<file path="config.mk">
export PLATFORM = sky130hd
export DESIGN_NAME = sbop_corr
export DESIGN_NICKNAME = d
export VERILOG_FILES = /design/src/rtl/sbop_pkg.sv /design/src/rtl/sbop_expand.sv /design/src/rtl/sbop_lane.sv /design/src/rtl/sbop_corr.sv
export SDC_FILE = /design/constraint.sdc
export NUM_CORES = 1
export LEC_CHECK = 0
export BUFFER_PORTS_ARGS = -buffer_cell sky130_fd_sc_hd__buf_2
export CAP_MARGIN = 40
export CORE_AREA = 3 3 243 245
export CTS_BUF_LIST = sky130_fd_sc_hd__clkbuf_8 sky130_fd_sc_hd__clkbuf_16
export CTS_CLUSTER_SIZE = 24
export DETAILED_ROUTE_END_ITERATION = 8
export DIE_AREA = 0 0 246 248
export PLACE_DENSITY = 0.78
export SYNTH_ARGS = -nofsm -noshare
export SYNTH_HDL_FRONTEND = slang
export SYNTH_SLANG_ARGS = --single-unit
</file>
<file path="constraint.sdc">
create_clock -name clk -period 4.1 [get_ports clk]
set_clock_uncertainty 0.15 [all_clocks]
set_input_delay 0.615 -clock clk [delete_from_list [all_inputs] [get_ports clk]]
set_output_delay 0.615 -clock clk [all_outputs]
set_load 0.005 [all_outputs]
</file>
<file path="src/rtl/sbop_pkg.sv">
package sbop_pkg;
    localparam int VLEN_DEF = 8;
    localparam int CW_DEF   = 8;

    typedef enum logic {
        PH_IDLE = 1'b0,
        PH_RUN  = 1'b1
    } phase_e;
endpackage

</file>
<file path="src/rtl/sbop_expand.sv">
module sbop_expand #(
    parameter int VLEN = 8
) (
    input  logic [VLEN-1:0]      vec,
    output logic [VLEN*VLEN-1:0] prod
);
    logic [VLEN*VLEN-1:0] rep_pat;
    logic [VLEN*VLEN-1:0] bc_pat;

    for (genvar i = 0; i < VLEN; i++) begin : g_row
        for (genvar j = 0; j < VLEN; j++) begin : g_col
            // whole vector repeated; element i broadcast across the group
            assign rep_pat[i*VLEN + j] = vec[j];
            assign bc_pat[i*VLEN + j]  = vec[i];
        end
    end

    assign prod = ~(rep_pat ^ bc_pat);
endmodule

</file>
<file path="src/rtl/sbop_lane.sv">
module sbop_lane #(
    parameter int CW = 8
) (
    input  logic [CW-1:0] cur,
    input  logic          up,
    output logic [CW-1:0] nxt
);
    localparam logic [CW-1:0] MAXV = {1'b0, {(CW-1){1'b1}}};
    localparam logic [CW-1:0] MINV = {1'b1, {(CW-1){1'b0}}};

    always_comb begin
        if (up) begin
            nxt = (cur == MAXV) ? cur : cur + 1'b1;
        end else begin
            nxt = (cur == MINV) ? cur : cur - 1'b1;
        end
    end
endmodule

</file>
<file path="src/rtl/sbop_corr.sv">
module sbop_corr
    import sbop_pkg::*;
#(
    parameter int VLEN = VLEN_DEF,
    parameter int CW   = CW_DEF
) (
    input  logic                          clk,
    input  logic                          rst_n,
    input  logic                          clr,
    input  logic                          start,
    input  logic [VLEN-1:0]               vec_in,
    output logic                          busy,
    output logic                          done,
    input  logic [$clog2(VLEN)-1:0]       rd_row,
    output logic [VLEN*CW-1:0]            rd_data
);
    localparam int RW   = $clog2(VLEN);
    localparam int ROWW = VLEN * CW;
    localparam int ARRW = VLEN * ROWW;
    localparam logic [RW-1:0] LAST_ROW = RW'(VLEN - 1);

    typedef struct packed {
        phase_e          phase;
        logic            done;
        logic [RW-1:0]   row;
        logic [VLEN-1:0] vec;
        logic [ARRW-1:0] cnt;
        logic [ROWW-1:0] rd;
    } state_t;

    state_t st_d, st_q;

    logic [VLEN*VLEN-1:0] prod_all;
    logic [VLEN-1:0]      prod_row;
    logic [ROWW-1:0]      row_cur;
    logic [ROWW-1:0]      row_nxt;

    sbop_expand #(.VLEN(VLEN)) u_expand (
        .vec  (st_q.vec),
        .prod (prod_all)
    );

    assign prod_row = prod_all[st_q.row*VLEN +: VLEN];
    assign row_cur  = st_q.cnt[st_q.row*ROWW +: ROWW];

    for (genvar j = 0; j < VLEN; j++) begin : g_lane
        sbop_lane #(.CW(CW)) u_lane (
            .cur (row_cur[j*CW +: CW]),
            .up  (prod_row[j]),
            .nxt (row_nxt[j*CW +: CW])
        );
    end

    always_comb begin
        st_d      = st_q;
        st_d.done = 1'b0;
        st_d.rd   = st_q.cnt[rd_row*ROWW +: ROWW];
        if (clr) begin
            st_d.cnt   = '0;
            st_d.phase = PH_IDLE;
            st_d.row   = '0;
        end else if (st_q.phase == PH_RUN) begin
            st_d.cnt[st_q.row*ROWW +: ROWW] = row_nxt;
            if (st_q.row == LAST_ROW) begin
                st_d.phase = PH_IDLE;
                st_d.done  = 1'b1;
                st_d.row   = '0;
            end else begin
                st_d.row = st_q.row + 1'b1;
            end
        end else if (start) begin
            st_d.vec   = vec_in;
            st_d.phase = PH_RUN;
            st_d.row   = '0;
        end
    end

    always_ff @(posedge clk or negedge rst_n) begin
        if (!rst_n) begin
            st_q <= '{phase: PH_IDLE, done: 1'b0, row: '0, vec: '0, cnt: '0, rd: '0};
        end else begin
            st_q <= st_d;
        end
    end

    assign busy    = (st_q.phase == PH_RUN);
    assign done    = st_q.done;
    assign rd_data = st_q.rd;
endmodule

</file>
Yosys cells after proc, flatten, opt, wreduce, memory -nomap -nowiden
Index checks and enable logic that the tools add are counted.
{"block": "totals", "register_bits": 589, "out_inout_bits": 66, "word_cells": 90, "input_bits": 15}
{"block": "op_classes", "n_eq_ne": 17, "addsub": 18, "shift": 5, "n_bitwise": 4, "reduce_logical": 3, "mux": 37}
{"operator": "512-bit 2-to-1 mux", "n": 2}
{"operator": "512-bit by 10-bit variable part select with 64-bit output", "n": 2}
{"operator": "512-bit bitwise mux", "n": 1}
{"operator": "64-bit by 34-bit variable shift with 512-bit output, first input constant", "n": 1}
{"operator": "64-bit by 34-bit variable part select with 512-bit output", "n": 1}
{"operator": "8-bit 2-to-1 mux", "n": 24}
{"operator": "8-bit by 1-bit adder with 8-bit output, second input constant", "n": 8}
{"operator": "8-bit by 7-bit equality test with 1-bit output, second input constant", "n": 8}
{"operator": "8-bit equality test, second input constant", "n": 8}
{"operator": "64-bit inverter", "n": 1}
{"operator": "64-bit by 7-bit variable part select with 8-bit output", "n": 1}
{"operator": "8-bit by 1-bit subtractor with 8-bit output, second input constant", "n": 8}
{"operator": "64-bit XOR", "n": 1}
{"operator": "9-bit negator with 34-bit output", "n": 1}
{"operator": "11-bit 2-to-1 mux", "n": 1}
{"operator": "3-bit 2-to-1 mux", "n": 3}
{"operator": "1-bit 2-to-1 mux", "n": 5}
{"operator": "3-bit by 1-bit adder with 3-bit output, second input constant", "n": 1}
{"operator": "3-bit equality test, second input constant", "n": 1}
{"operator": "3-bit AND reduction", "n": 1}
{"operator": "3-bit nonzero test", "n": 1}
{"operator": "2-bit 2-to-1 mux", "n": 1}
{"operator": "1-bit inverter", "n": 2}
{"operator": "2-bit nonzero test", "n": 1}

Logic depth before layout (Yosys ltp)
{"block": "depth", "word_depth": 8, "ltp_mapped": 16, "mapped_depth_nobuf": 10}

Modules after synthesis
Synthesis repeated with hierarchy kept, for this count alone.
{"block": "unflattened", "cells_unflattened": 3055, "hier_area_um2": 35126.2}
{"mod": "sbop_corr", "instances": 1, "area_per_inst_um2": 30883.4, "cells_each": 2470}
{"mod": "sbop_lane", "instances": 8, "area_per_inst_um2": 454.2, "cells_each": 64}
{"mod": "sbop_expand", "instances": 1, "area_per_inst_um2": 609.3, "cells_each": 73}

Worst setup path before layout
No wires, ideal clock.
{"block": "synth_path", "path_kind": "reg2reg", "start": "register st_q[585] (netlist bit)", "end": "register st_q[140] (netlist bit)", "arrival_ns": 3.305, "path_stages_with_launch": 14, "path_slack_ns": 0.502, "synth_period_minus_slack_ns": 3.598, "required_time_ns": 3.808, "path_buffers": 4, "cell_sequence": "dfrtp_1 buf_6 buf_8 buf_6 buf_2 mux4_2 mux2i_1 ha_1 nand2_1 o32a_1 o21ai_2 nor2_1 a31oi_1 o21ai_0"}
{"block": "synth_between", "elab_chain_len": 8}
{"item": "start: declaration", "line_no": "sbop_corr.sv:31", "text": "state_t st_d, st_q;"}
{"item": "start signal: assignment", "line_no": "sbop_corr.sv:80", "text": "st_q <= '{phase: PH_IDLE, done: 1'b0, row: '0, vec: '0, cnt: '0, rd: '0};"}
{"item": "start signal: assignment", "line_no": "sbop_corr.sv:82", "text": "st_q <= st_d;"}
{"item": "512-bit by 10-bit variable part select with 64-bit output", "line_no": "sbop_corr.sv:44", "text": "assign row_cur = st_q.cnt[st_q.row*ROWW +: ROWW];"}
{"item": "8-bit by 1-bit subtractor with 8-bit output (tied with other cells)", "line_no": "sbop_lane.sv:15", "text": "nxt = (cur == MINV) ? cur : cur - 1'b1;"}
{"item": "8-bit 2-to-1 mux (on tied branches)", "line_no": "sbop_lane.sv:15, sbop_lane.sv:13"}
{"item": "8-bit 2-to-1 mux", "line_no": "sbop_lane.sv:12", "text": "if (up) begin"}
{"item": "64-bit by 34-bit variable part select with 512-bit output", "line_no": "sbop_corr.sv:63", "text": "st_d.cnt[st_q.row*ROWW +: ROWW] = row_nxt;"}
{"item": "512-bit bitwise mux *", "line_no": "sbop_corr.sv:63"}
{"item": "512-bit 2-to-1 mux *", "line_no": "sbop_corr.sv:62", "text": "end else if (st_q.phase == PH_RUN) begin"}
{"item": "512-bit 2-to-1 mux *", "line_no": "sbop_corr.sv:58", "text": "if (clr) begin"}
Mark *: on every way between the ends. The rest lies on a longest branch, timed or not. The select of a mux whose other input is x is not followed.
A chain may end at the register's enable or synchronous reset.

Worst setup path in the final report
{"block": "layout_path", "start": "register st_q[584] (netlist bit)", "end": "register st_q[543] (netlist bit)"}
The elaborated chain is that of the path after synthesis.

==> results.py <==
metrics = {
    "clocking": {
        "cts-buffers-inserted": 61,
        "cts-root-buf": "clkbuf_16",
        "cts_buffer_depth": 3,
        "cts_sinks": 589,
        "cts.reportedPaths.clkPinSlew_ns": 0.06,
        "cts-htree-levels": 2,
        "clkLatencyLatePin_ns": 0.65,
        "cts_tree": "built",
    },
    "worst_setup_path": {
        "critPathSlowestCell": "dfrtp_4",
        "max_stage_delay_ns": 0.67,
        "crit_buf_inv": 1,
        "cp-end-kind": "flop",
        "crit_path_start_kind": "flop",
        "required_ns": 4.48,
        "crit_cells": 8,
        "r2r_start": "st_q[584]$_DFFE_PN0P_",
        "crit_path_start": "st_q[584]$_DFFE_PN0P_",
        "path_cells": "buf_4, or2_1, o22ai_1, or3_1, a2111oi_0, o2bb2a_1, o22a_1, a22o_1",
        "r2r_cells": 8,
        "crit_arrival_ns": 4.31,
        "crit_family": "compound AO/OA/AOI/OAI gates",
        "rrSetupSlack_ns": 0.17,
        "cp_max_fo": 19,
        "reg2reg_to": "st_q[543]$_DFFE_PN0P_",
        "path_class": "flop to flop",
    },
    "logic_synthesis": {
        "synth_cells": 2971,
        "ys_warn_count": 0,
        "synth_ff_type": "dfrtp_1",
        "synth-edff-count": 0,
        "yosysTopAreaCell": "dfrtp_1",
        "ys_types": 110,
        "synthesis.nets": 3014,
        "synth_area_leaders": "dfrtp_1, mux4_2, a22o_1, mux2_2, nand2_1",
        "syn_area_um2": 34200,
        "avgSynthCellArea_um2": 11.5,
        "synth_top_area_share_pct": 43.1,
        "async_flop_share_pct": 100,
        "ys_seq_area_share_pct": 43.1,
        "synth-seq-cells": 589,
    },
    "floorplanning": {
        "num_io_pins": 81,
        "start_util_pct": 59.6,
        "core_um2": 57400,
        "die_w_um": 246,
        "rows": 88,
        "die_area_um2": 61000,
        "dieHeight_um": 248,
    },
    "min_path": {
        "min_from": "vec_in[3]",
        "hold_class": "input pin to flop",
        "whs_endpoint": "st_q[579]$_DFFE_PN0P_",
        "min_path_cells": 2,
    },
    "power_and_ir_drop": {
        "ir_drop_mv": 0.365,
        "p_per_area_nw_per_um2": 410,
        "leakage_nw": 16.5,
    },
    "route": {
        "routed_wl_um": 107000,
        "vias": 27400,
        "dr.pass1.iters": 5,
        "top_layer_used": "met4",
        "wl_met1_um": 39600,
        "routedWlPerCell_um": 28.1,
        "ant_nets": 0,
        "drc_errors": 0,
        "viasPerCell": 7.23,
        "dr_wl_met2_um": 49800,
        "drt_iter0_markers": 3125,
        "met3WireLength_um": 12300,
    },
    "place": {
        "place_inst": 3674,
        "port_buffers": 80,
        "dpl.hpwl_um": 66900,
        "place_area_um2": 35600,
        "routabilityCongestion": 0.943,
        "place_ws_ns": 0.155,
    },
    "timing": {
        "min_period_ns": 3.93,
        "final_max_slew_viol_count": 0,
        "worstMarginPinSlew_ns": 0.995,
        "min_period_over_period_pct": 95.8,
        "max_freq_mhz": 254,
        "hold_violations": 0,
        "setup_viol": 0,
        "timing.slew.headroom_pct": 33.7,
        "layout_setup_ws_ns": 0.170,
    },
    "grt": {
        "antenna_found_initial": 2,
        "grt_pass1_wl_um": 164000,
        "track_usage_pct": 34.9,
        "grt_max_degree": 112,
        "gr-total-overflow": 0,
        "grt_pass1_vias": 27900,
    },
    "layout": {
        "post-route-util_pct": 66.1,
        "nNetsFinal": 3017,
        "area_growth_pct": 10.9,
        "antenna_cells": 0,
        "drive_gt1_share_pct": 26.2,
        "design_area_um2": 37900,
        "instances_no_fill": 3788,
    },
    "run": {
        "max_cap_violations": 0,
    },
    "run_status": {
        "status": "finished, final reports clean",
    },
}
[worst max-delay path by stage]
stage	to	slack, ns
2_1_floorplan	st_q[140]$_DFFE_PN0P_	0.50
3_3_place_gp	st_q[515]$_DFFE_PN0P_	0.33
3_5_place_dp	st_q[387]$_DFFE_PN0P_	0.16
4_1_cts	st_q[387]$_DFFE_PN0P_	0.14
5_1_grt	st_q[141]$_DFFE_PN0P_	-0.001
6_report	st_q[543]$_DFFE_PN0P_	0.17
[logic make-up (layout without fill, tap and decap cells)]
| kind of cell | count (synthesis) | count (layout) | synth area share [%] |
|---|---|---|---|
| compound gates | 760 | 760 | 16.2 |
| xor+xnor | 43 | 43 | 1.17 |
| simple gates | 760 | 760 | 10.5 |
| flops | 589 | 589 | 43.1 |
| mux | 461 | 461 | 23.0 |
| buf+inv | 330 | 382 | 4.95 |
| fa+ha+maj | 28 | 28 | 1.02 |
[power by group]
| part | internal, W | switching (W) | leakage, nW |
|---|---|---|---|
| clock network | 0.00371 | 0.00241 | 1.11 |
| registers | 0.00591 | 0.000142 | 8.18 |
| logic | 0.00117 | 0.00221 | 7.24 |
[placed cells by master, fill, tap and decap left out, types with 26 or more instances in the layout]
| master | synthesis | routed |
|---|---|---|
| buf_12 | 0 | 28 |
| ha_1 | 28 | 28 |
| nand3_1 | 49 | 48 |
| nand2_1 | 308 | 308 |
| mux2_2 | 114 | 114 |
| buf_2 | 23 | 75 |
| clkbuf_16 | 0 | 63 |
| mux4_2 | 238 | 238 |
| a22o_1 | 186 | 186 |
| nor2_1 | 185 | 184 |
| o21ai_0 | 194 | 194 |
| nand4_1 | 28 | 28 |
| buf_4 | 80 | 128 |
| dfrtp_1 | 589 | 586 |
| o21a_1 | 27 | 27 |
| a21oi_1 | 50 | 43 |
| a211oi_1 | 80 | 80 |
| mux2i_1 | 94 | 93 |
| inv_1 | 29 | 32 |
| nor3_1 | 37 | 36 |
| xnor2_1 | 26 | 26 |
| nor3b_1 | 26 | 26 |
[sequential cells by signal, summed over array words and instances, names as in the netlist]
name and count:
rd_data 64, done 1, st_q 523, busy 1
[per-stage QoR]
step	TNS (ns)	total power [W]	hold slack, ns
global placement	0	0.00930	0.325
CTS	0	0.0155	0.0377
detailed placement	0	0.00940	0.341
global route	-0.00135	0.0161	0.0471
floorplan	0	0.00834	0.169
finish	0	0.0155	0.0619
[what timing repair did]
| item | in CTS | in global routing |
|---|---|---|
| endpoints found under the setup margin | 0 | 77 |
| buffers inserted | 0 | 1 |
| resized for setup | 0 | 6 |
| endpoints found under the hold margin | 80 | 0 |
| hold buffers | 1 | 0 |
[synth_stat cells (49+ instances only)]
library cell	number
a211oi_1	80
a21oi_1	50
a22o_1	186
buf_4	80
clkbuf_1	160
dfrtp_1	589
mux2_2	114
mux2i_1	94
mux4_2	238
nand2_1	308
nand3_1	49
nor2_1	185
o21ai_0	194
[layer usage]
metal	vias up	global-route usage, %
li1	11300	-
met1	13800	45.9
met2	1935	54.5
met3	379	9.57
met4	0	16.2
met5	-	0
[layout make-up]
| type | instances | area, um2 |
|---|---|---|
| clock inverters | 36 | 477 |
| multi-input cells | 2052 | 17900 |
| fillers | 4167 | 19400 |
| repair buffers | 237 | 1970 |
| well taps | 765 | 957 |
| inverters | 33 | 126 |
| flip-flops and latches | 589 | 14800 |
| clock buffers | 76 | 1760 |
(Power assumes the default switching activity.)
